`src/rtl/pmd_pkg.sv`:
```
package pmd_pkg;

    // Kind of bus access decoded from the address
    typedef enum logic [1:0] {
        ACC_IDLE   = 2'd0,
        ACC_BANK   = 2'd1,
        ACC_PERIPH = 2'd2
    } acc_kind_e;

endpackage

```
`src/rtl/pmd_bus_decode.sv`:
```
module pmd_bus_decode
    import pmd_pkg::*;
#(
    parameter int BIDX_W = 2,
    parameter int PIDX_W = 5,
    parameter int PREG_W = 3,
    localparam int ADDR_W = 1 + PIDX_W + PREG_W
) (
    input  logic [ADDR_W-1:0] bus_addr,
    input  logic              bus_wr,
    input  logic              bus_rd,
    output acc_kind_e         acc_kind,
    output logic [BIDX_W-1:0] bank_idx,
    output logic [PIDX_W-1:0] per_idx,
    output logic [PREG_W-1:0] reg_addr,
    output logic              bank_wr,
    output logic              per_wr_req,
    output logic              per_rd_req
);
    logic bank_sel;

    always_comb begin
        bank_sel   = bus_addr[ADDR_W-1];
        bank_idx   = bus_addr[BIDX_W-1:0];
        per_idx    = bus_addr[PREG_W +: PIDX_W];
        reg_addr   = bus_addr[PREG_W-1:0];
        bank_wr    = bus_wr & bank_sel;
        per_wr_req = bus_wr & ~bank_sel;
        per_rd_req = bus_rd & ~bank_sel;
        if (!(bus_wr | bus_rd)) begin
            acc_kind = ACC_IDLE;
        end else if (bank_sel) begin
            acc_kind = ACC_BANK;
        end else begin
            acc_kind = ACC_PERIPH;
        end
    end
endmodule

```
`src/rtl/pmd_regbank.sv`:
```
module pmd_regbank #(
    parameter int NUM_REGS = 4,
    parameter int REG_W    = 8,
    localparam int NUM_PERIPH = NUM_REGS * REG_W,
    localparam int BIDX_W     = (NUM_REGS > 1) ? $clog2(NUM_REGS) : 1
) (
    input  logic                  clk,
    input  logic                  rst_n,
    input  logic                  bank_wr,
    input  logic [BIDX_W-1:0]     bank_idx,
    input  logic [REG_W-1:0]      wdata,
    output logic [NUM_PERIPH-1:0] dis_bits,
    output logic [NUM_PERIPH-1:0] wake_pulse,
    output logic [REG_W-1:0]      bank_rdata
);
    typedef struct packed {
        logic [NUM_PERIPH-1:0] dis;
        logic [NUM_PERIPH-1:0] wake;
    } bank_state_t;

    bank_state_t state_d, state_q;

    always_comb begin
        state_d = state_q;
        if (bank_wr) begin
            state_d.dis[bank_idx*REG_W +: REG_W] = wdata;
        end
        // a bit going from disabled to enabled requests a reset pulse
        state_d.wake = state_q.dis & ~state_d.dis;
    end

    always_ff @(posedge clk or negedge rst_n) begin
        if (!rst_n) begin
            state_q <= '0;
        end else begin
            state_q <= state_d;
        end
    end

    assign dis_bits   = state_q.dis;
    assign wake_pulse = state_q.wake;
    assign bank_rdata = state_q.dis[bank_idx*REG_W +: REG_W];
endmodule

```
`src/rtl/pmd_gate_slot.sv`:
```
module pmd_gate_slot (
    input  logic dis,
    input  logic func_en,
    input  logic sel,
    input  logic wr_req,
    input  logic rd_req,
    output logic clk_en,
    output logic active,
    output logic wr_stb,
    output logic rd_stb
);
    always_comb begin
        clk_en = ~dis;
        active = clk_en & func_en;
        wr_stb = clk_en & sel & wr_req;
        rd_stb = clk_en & sel & rd_req;
    end
endmodule

```
`src/rtl/pmd_gating_unit.sv`:
```
module pmd_gating_unit
    import pmd_pkg::*;
#(
    parameter int NUM_REGS = 4,
    parameter int REG_W    = 8,
    parameter int PREG_W   = 3,
    localparam int NUM_PERIPH = NUM_REGS * REG_W,
    localparam int PIDX_W     = $clog2(NUM_PERIPH),
    localparam int BIDX_W     = (NUM_REGS > 1) ? $clog2(NUM_REGS) : 1,
    localparam int ADDR_W     = 1 + PIDX_W + PREG_W
) (
    input  logic                        clk,
    input  logic                        rst_n,
    input  logic [ADDR_W-1:0]           bus_addr,
    input  logic                        bus_wr,
    input  logic                        bus_rd,
    input  logic [REG_W-1:0]            bus_wdata,
    output logic [REG_W-1:0]            bus_rdata,
    input  logic [NUM_PERIPH-1:0]       per_func_en,
    input  logic [NUM_PERIPH*REG_W-1:0] per_rdata,
    output logic [NUM_PERIPH-1:0]       per_clk_en,
    output logic [NUM_PERIPH-1:0]       per_active,
    output logic [NUM_PERIPH-1:0]       per_wr,
    output logic [NUM_PERIPH-1:0]       per_rd,
    output logic [PREG_W-1:0]           per_reg_addr,
    output logic [REG_W-1:0]            per_wdata,
    output logic [NUM_PERIPH-1:0]       per_rst
);
    acc_kind_e             acc_kind;
    logic [BIDX_W-1:0]     bank_idx;
    logic [PIDX_W-1:0]     per_idx;
    logic                  bank_wr;
    logic                  per_wr_req;
    logic                  per_rd_req;
    logic [NUM_PERIPH-1:0] dis_bits;
    logic [REG_W-1:0]      bank_rdata;

    pmd_bus_decode #(
        .BIDX_W(BIDX_W),
        .PIDX_W(PIDX_W),
        .PREG_W(PREG_W)
    ) u_decode (
        .bus_addr  (bus_addr),
        .bus_wr    (bus_wr),
        .bus_rd    (bus_rd),
        .acc_kind  (acc_kind),
        .bank_idx  (bank_idx),
        .per_idx   (per_idx),
        .reg_addr  (per_reg_addr),
        .bank_wr   (bank_wr),
        .per_wr_req(per_wr_req),
        .per_rd_req(per_rd_req)
    );

    pmd_regbank #(
        .NUM_REGS(NUM_REGS),
        .REG_W   (REG_W)
    ) u_bank (
        .clk       (clk),
        .rst_n     (rst_n),
        .bank_wr   (bank_wr),
        .bank_idx  (bank_idx),
        .wdata     (bus_wdata),
        .dis_bits  (dis_bits),
        .wake_pulse(per_rst),
        .bank_rdata(bank_rdata)
    );

    for (genvar p = 0; p < NUM_PERIPH; p++) begin : g_slot
        pmd_gate_slot u_slot (
            .dis    (dis_bits[p]),
            .func_en(per_func_en[p]),
            .sel    (per_idx == PIDX_W'(p)),
            .wr_req (per_wr_req),
            .rd_req (per_rd_req),
            .clk_en (per_clk_en[p]),
            .active (per_active[p]),
            .wr_stb (per_wr[p]),
            .rd_stb (per_rd[p])
        );
    end

    assign per_wdata = bus_wdata;

    // read data: bank contents, or the addressed peripheral's byte if it is clocked
    always_comb begin
        bus_rdata = '0;
        if (bus_rd) begin
            case (acc_kind)
                ACC_BANK:   bus_rdata = bank_rdata;
                ACC_PERIPH: begin
                    if (per_clk_en[per_idx]) begin
                        bus_rdata = per_rdata[per_idx*REG_W +: REG_W];
                    end
                end
                default:    bus_rdata = '0;
            endcase
        end
    end
endmodule

```
`config.mk`:
```
export PLATFORM = sky130hd
export DESIGN_NAME = pmd_gating_unit
export DESIGN_NICKNAME = d
export VERILOG_FILES = /design/src/rtl/pmd_pkg.sv /design/src/rtl/pmd_bus_decode.sv /design/src/rtl/pmd_regbank.sv /design/src/rtl/pmd_gate_slot.sv /design/src/rtl/pmd_gating_unit.sv
export SDC_FILE = /design/constraint.sdc
export NUM_CORES = 1
export LEC_CHECK = 0
export ABC_AREA = 1
export CORE_AREA = 5 5 189 191
export CTS_BUF_LIST = sky130_fd_sc_hd__clkbuf_8
export DETAILED_ROUTE_END_ITERATION = 8
export DIE_AREA = 0 0 194 196
export DONT_BUFFER_PORTS = 1
export GPL_TIMING_DRIVEN = 0
export PLACE_DENSITY = 0.36
export SYNTH_ARGS = -nofsm -noshare
export SYNTH_HDL_FRONTEND = slang
export SYNTH_SLANG_ARGS = --single-unit
```
`constraint.sdc`:
```
create_clock -name clk -period 1.6 [get_ports clk]
set_input_delay 0.16 -clock clk [delete_from_list [all_inputs] [get_ports clk]]
set_output_delay 0.16 -clock clk [all_outputs]
set_load 0.005 [all_outputs]
```
==> flow_metrics.env <==
export IMPL_cts_tree="done"
export IMPL_initial_core_util=0.228
export IMPL_hold_viol=64
export IMPL_setup_tns_final_ns=-5.14
export IMPL_dr_pass1_iters=4
export IMPL_cellLeakagePower_nw=5.04
export IMPL_setup_ws_ns=-0.442
export IMPL_comb_power_share=0.434
export IMPL_vias=8957
export IMPL_diodes=0
export IMPL_synth_simple_gate_area_frac=0.487
export IMPL_die_y_um=196
export IMPL_io_buffers=0
export IMPL_antenna_found_initial=0
export IMPL_ir_drop_uv=373
export IMPL_intPower_mw=3.78
export IMPL_arrival_ns=1.88
export IMPL_violations="negative hold slack, negative setup slack"
export IMPL_finalNetCount=1774
export IMPL_timing_critical_path_mode_cell="nor2_1"
export IMPL_dp_slack_ns=-0.819
export IMPL_drive_gt1_frac=0.259
export IMPL_rsz0062_at_grt="yes"
export IMPL_synth_warnings=0
export IMPL_layout_commonest_cell="nand2_1"
export IMPL_core_area_sq_um=33900
export IMPL_synth_cell_types=25
export IMPL_worst_path_max_delay_cell="dfrtp_2"
export IMPL_worstSetupEndpointType="output pin"
export IMPL_hp_class="primary input to asynchronous set/reset pin"
export IMPL_synth_seq_cells=64
export IMPL_root_buffer="clkbuf_8"
export IMPL_cp_startpoint="u_bank.dis_bits[16]"
export IMPL_postSynthAreaPerCell_sq_um=5.51
export IMPL_synth_fp_nets=1721
export IMPL_ys_async_sr_fraction=1.00
export IMPL_drv_cap=0
export IMPL_rows=68
export IMPL_synth_edf_count=0
export IMPL_synth_area_mux_share=0.0103
export IMPL_final_cell_mix="639 x nand2_1, 177 x buf_4, 134 x nor2_1"
export IMPL_dieArea_sq_um=38000
export IMPL_slew_viol_final=0
export IMPL_worstMarginPinSlew_ns=0.856
export IMPL_seq_area_frac_synth=0.207
export IMPL_dpl_hpwl_um=38400
export IMPL_drtIter0Drc=424
export IMPL_p_sw_mw=2.66
export IMPL_crit_chain="nand2_1 > o21ai_1 > nor2_1 > nor2_1 > nor2_1 > nand2_1 > nand2_4 > nand3_1 > a21oi_2"
export IMPL_r2r_start="u_bank.dis_bits[13]"
export IMPL_powerDensity_nw_per_um2=674
export IMPL_cts_htree_levels=3
export IMPL_synth_main_ff_cell="dfrtp_1"
export IMPL_wire_per_inst_um=24.4
export IMPL_path_buf_inv=0
export IMPL_clk_latency_ns=0.36
export IMPL_grt_pass1_wl_um=66100
export IMPL_finClkSkew_ns=0.00816
export IMPL_crit_type="flip-flop to output pin"
export IMPL_area_growth_pct=23.3
export IMPL_synth_cells=1407
export IMPL_vias_per_cell=4.67
export IMPL_die_w_um=194
export IMPL_final_util=0.281
export IMPL_setup_viol=26
export IMPL_clk_pin_slew_ns=0.08
export IMPL_slew_headroom=0.429
export IMPL_numCtsBuffers=9
export IMPL_start_kind="flip-flop"
export IMPL_min_period_ns=2.04
export IMPL_fillCellCount=3998
export IMPL_outcome="finished with violations"
export IMPL_pwr_share_seq=0.321
export IMPL_slowest_delay_ns=0.46
export IMPL_num_io_pins=488
export IMPL_whs_ns=-0.511
export IMPL_critPathTopFamily="simple AND/OR/NAND/NOR gates"
export IMPL_swShare=0.412
export IMPL_finalCritPeriodShare=1.28
export IMPL_worstPathMaxFanout=8
export IMPL_ant_nets=0
export IMPL_max_freq_ghz=0.490
export IMPL_drc=0
export IMPL_cts_buffer_depth=2
export IMPL_p_clk_frac=0.245
export IMPL_grt_usage=0.233
export IMPL_required_ns=1.44
export IMPL_postCtsHoldBufs=8
export IMPL_synth_compound_area_frac=0.0497
export IMPL_synth_area_sq_um=7750
export IMPL_grt_ovfl_total=0
export IMPL_synth_top_family_by_area="simple AND/OR/NAND/NOR gates"
export IMPL_synth_xor_area_share=0
export IMPL_grt_pass1_vias=9302
export IMPL_grt_max_degree=65
export IMPL_gp_congestion=0.921
export IMPL_clock_sinks=64
export IMPL_drt_wl_total_um=46800
export IMPL_synth_fa_ha_area_frac=0.00807
power by group through the flow:
| stage | registers, mW | logic (mW) | clock network [mW] |
|---|---|---|---|
| 3_5_place_dp | 2.13 | 2.37 | 0 |
| 3_3_place_gp | 2.13 | 2.37 | 0 |
| 5_1_grt | 2.09 | 3.05 | 1.69 |
| 4_1_cts | 2.09 | 2.68 | 1.62 |
| 2_1_floorplan | 1.96 | 1.61 | 0 |
| 6_report | 2.07 | 2.79 | 1.58 |
Yosys cell counts (2+ instances only):
library cell / count / area, sq um
clkinv_1: 6 / 22.5
o22ai_1: 16 / 100
nor2_1: 159 / 597
nand2_2: 3 / 18.8
clkbuf_1: 12 / 45.0
inv_1: 101 / 379
mux2i_1: 8 / 80.1
nand4_1: 16 / 100
nand2_1: 641 / 2410
a21oi_1: 28 / 140
buf_6: 9 / 101
nand3_1: 110 / 551
buf_4: 148 / 1110
buf_2: 30 / 150
dfrtp_1: 64 / 1600
or2_2: 8 / 50.1
buf_1: 6 / 22.5
nor2_2: 3 / 18.8
ha_1: 5 / 62.6
o21ai_0: 28 / 140
inv_2: 2 / 7.51
kinds of logic after synthesis:
kind of cell               after synthesis
DFF                                     64
adders and majority gates                5
and+or+nand+nor                        942
AOI/OAI and AO/OA                       73
buffers and inverters                  315
muxes                                    8
what timing repair did:
action | in CTS | in global routing
endpoints found under the hold margin | 76 | 64
gates cloned | 2 | 0
setup buffers | 21 | 12
gates resized for setup | 113 | 78
pin swaps | 8 | 16
endpoints found under the setup margin | 77 | 82
flip-flops by register name, indices dropped and copies added (netlist names):
signal	count
u_bank.dis_bits	32
u_bank.wake_pulse	32
path summary, 6_finish.rpt:
kind	to	slack [ns]	cells past startpoint
setup reg to reg	u_bank.wake_pulse[13]	0.30	5
max in group asynchronous	u_bank.dis_bits[31]	1.91	0
hold reg to reg	u_bank.wake_pulse[5]	0.60	2
min in group clk	u_bank.dis_bits[17]	0.01	2
hold / removal	u_bank.dis_bits[17]	-0.51	0
setup / recovery	bus_rdata[5]	-0.44	9
layout make-up:
cell class / instances / area (sq um) / area share
timing repair buffer: 42 / 412 / 0.0431
clock inverter: 6 / 82.6 / 0.00864
clock buffer: 10 / 138 / 0.0144
inverter: 110 / 475 / 0.0498
buffer: 205 / 1520 / 0.159
sequential: 64 / 1620 / 0.170
multi-input combinational: 1028 / 4730 / 0.495
tap: 455 / 569 / 0.0596
per-layer routing:
metal | part of all wire | track usage | vias up
met5 | 0 | 0 | -
met4 | 0.023 | 0.0599 | 0
met3 | 0.060 | 0.0445 | 52
met2 | 0.51 | 0.433 | 348
met1 | 0.40 | 0.276 | 4265
li1 | - | - | 4292
per-stage QoR:
step / instance area, sq um / hold slack (ns) / instances / power, mW
finish: 9560 / -0.511 / 1920 / 6.44
global placement: 8340 / -0.131 / 1862 / 4.50
global route: 9560 / -0.541 / 1920 / 6.83
detailed placement: 8340 / -0.133 / 1862 / 4.49
CTS: 9180 / -0.532 / 1909 / 6.39
floorplan: 7770 / -0.136 / 1407 / 3.57
Power figures use the tool's default switching activity.
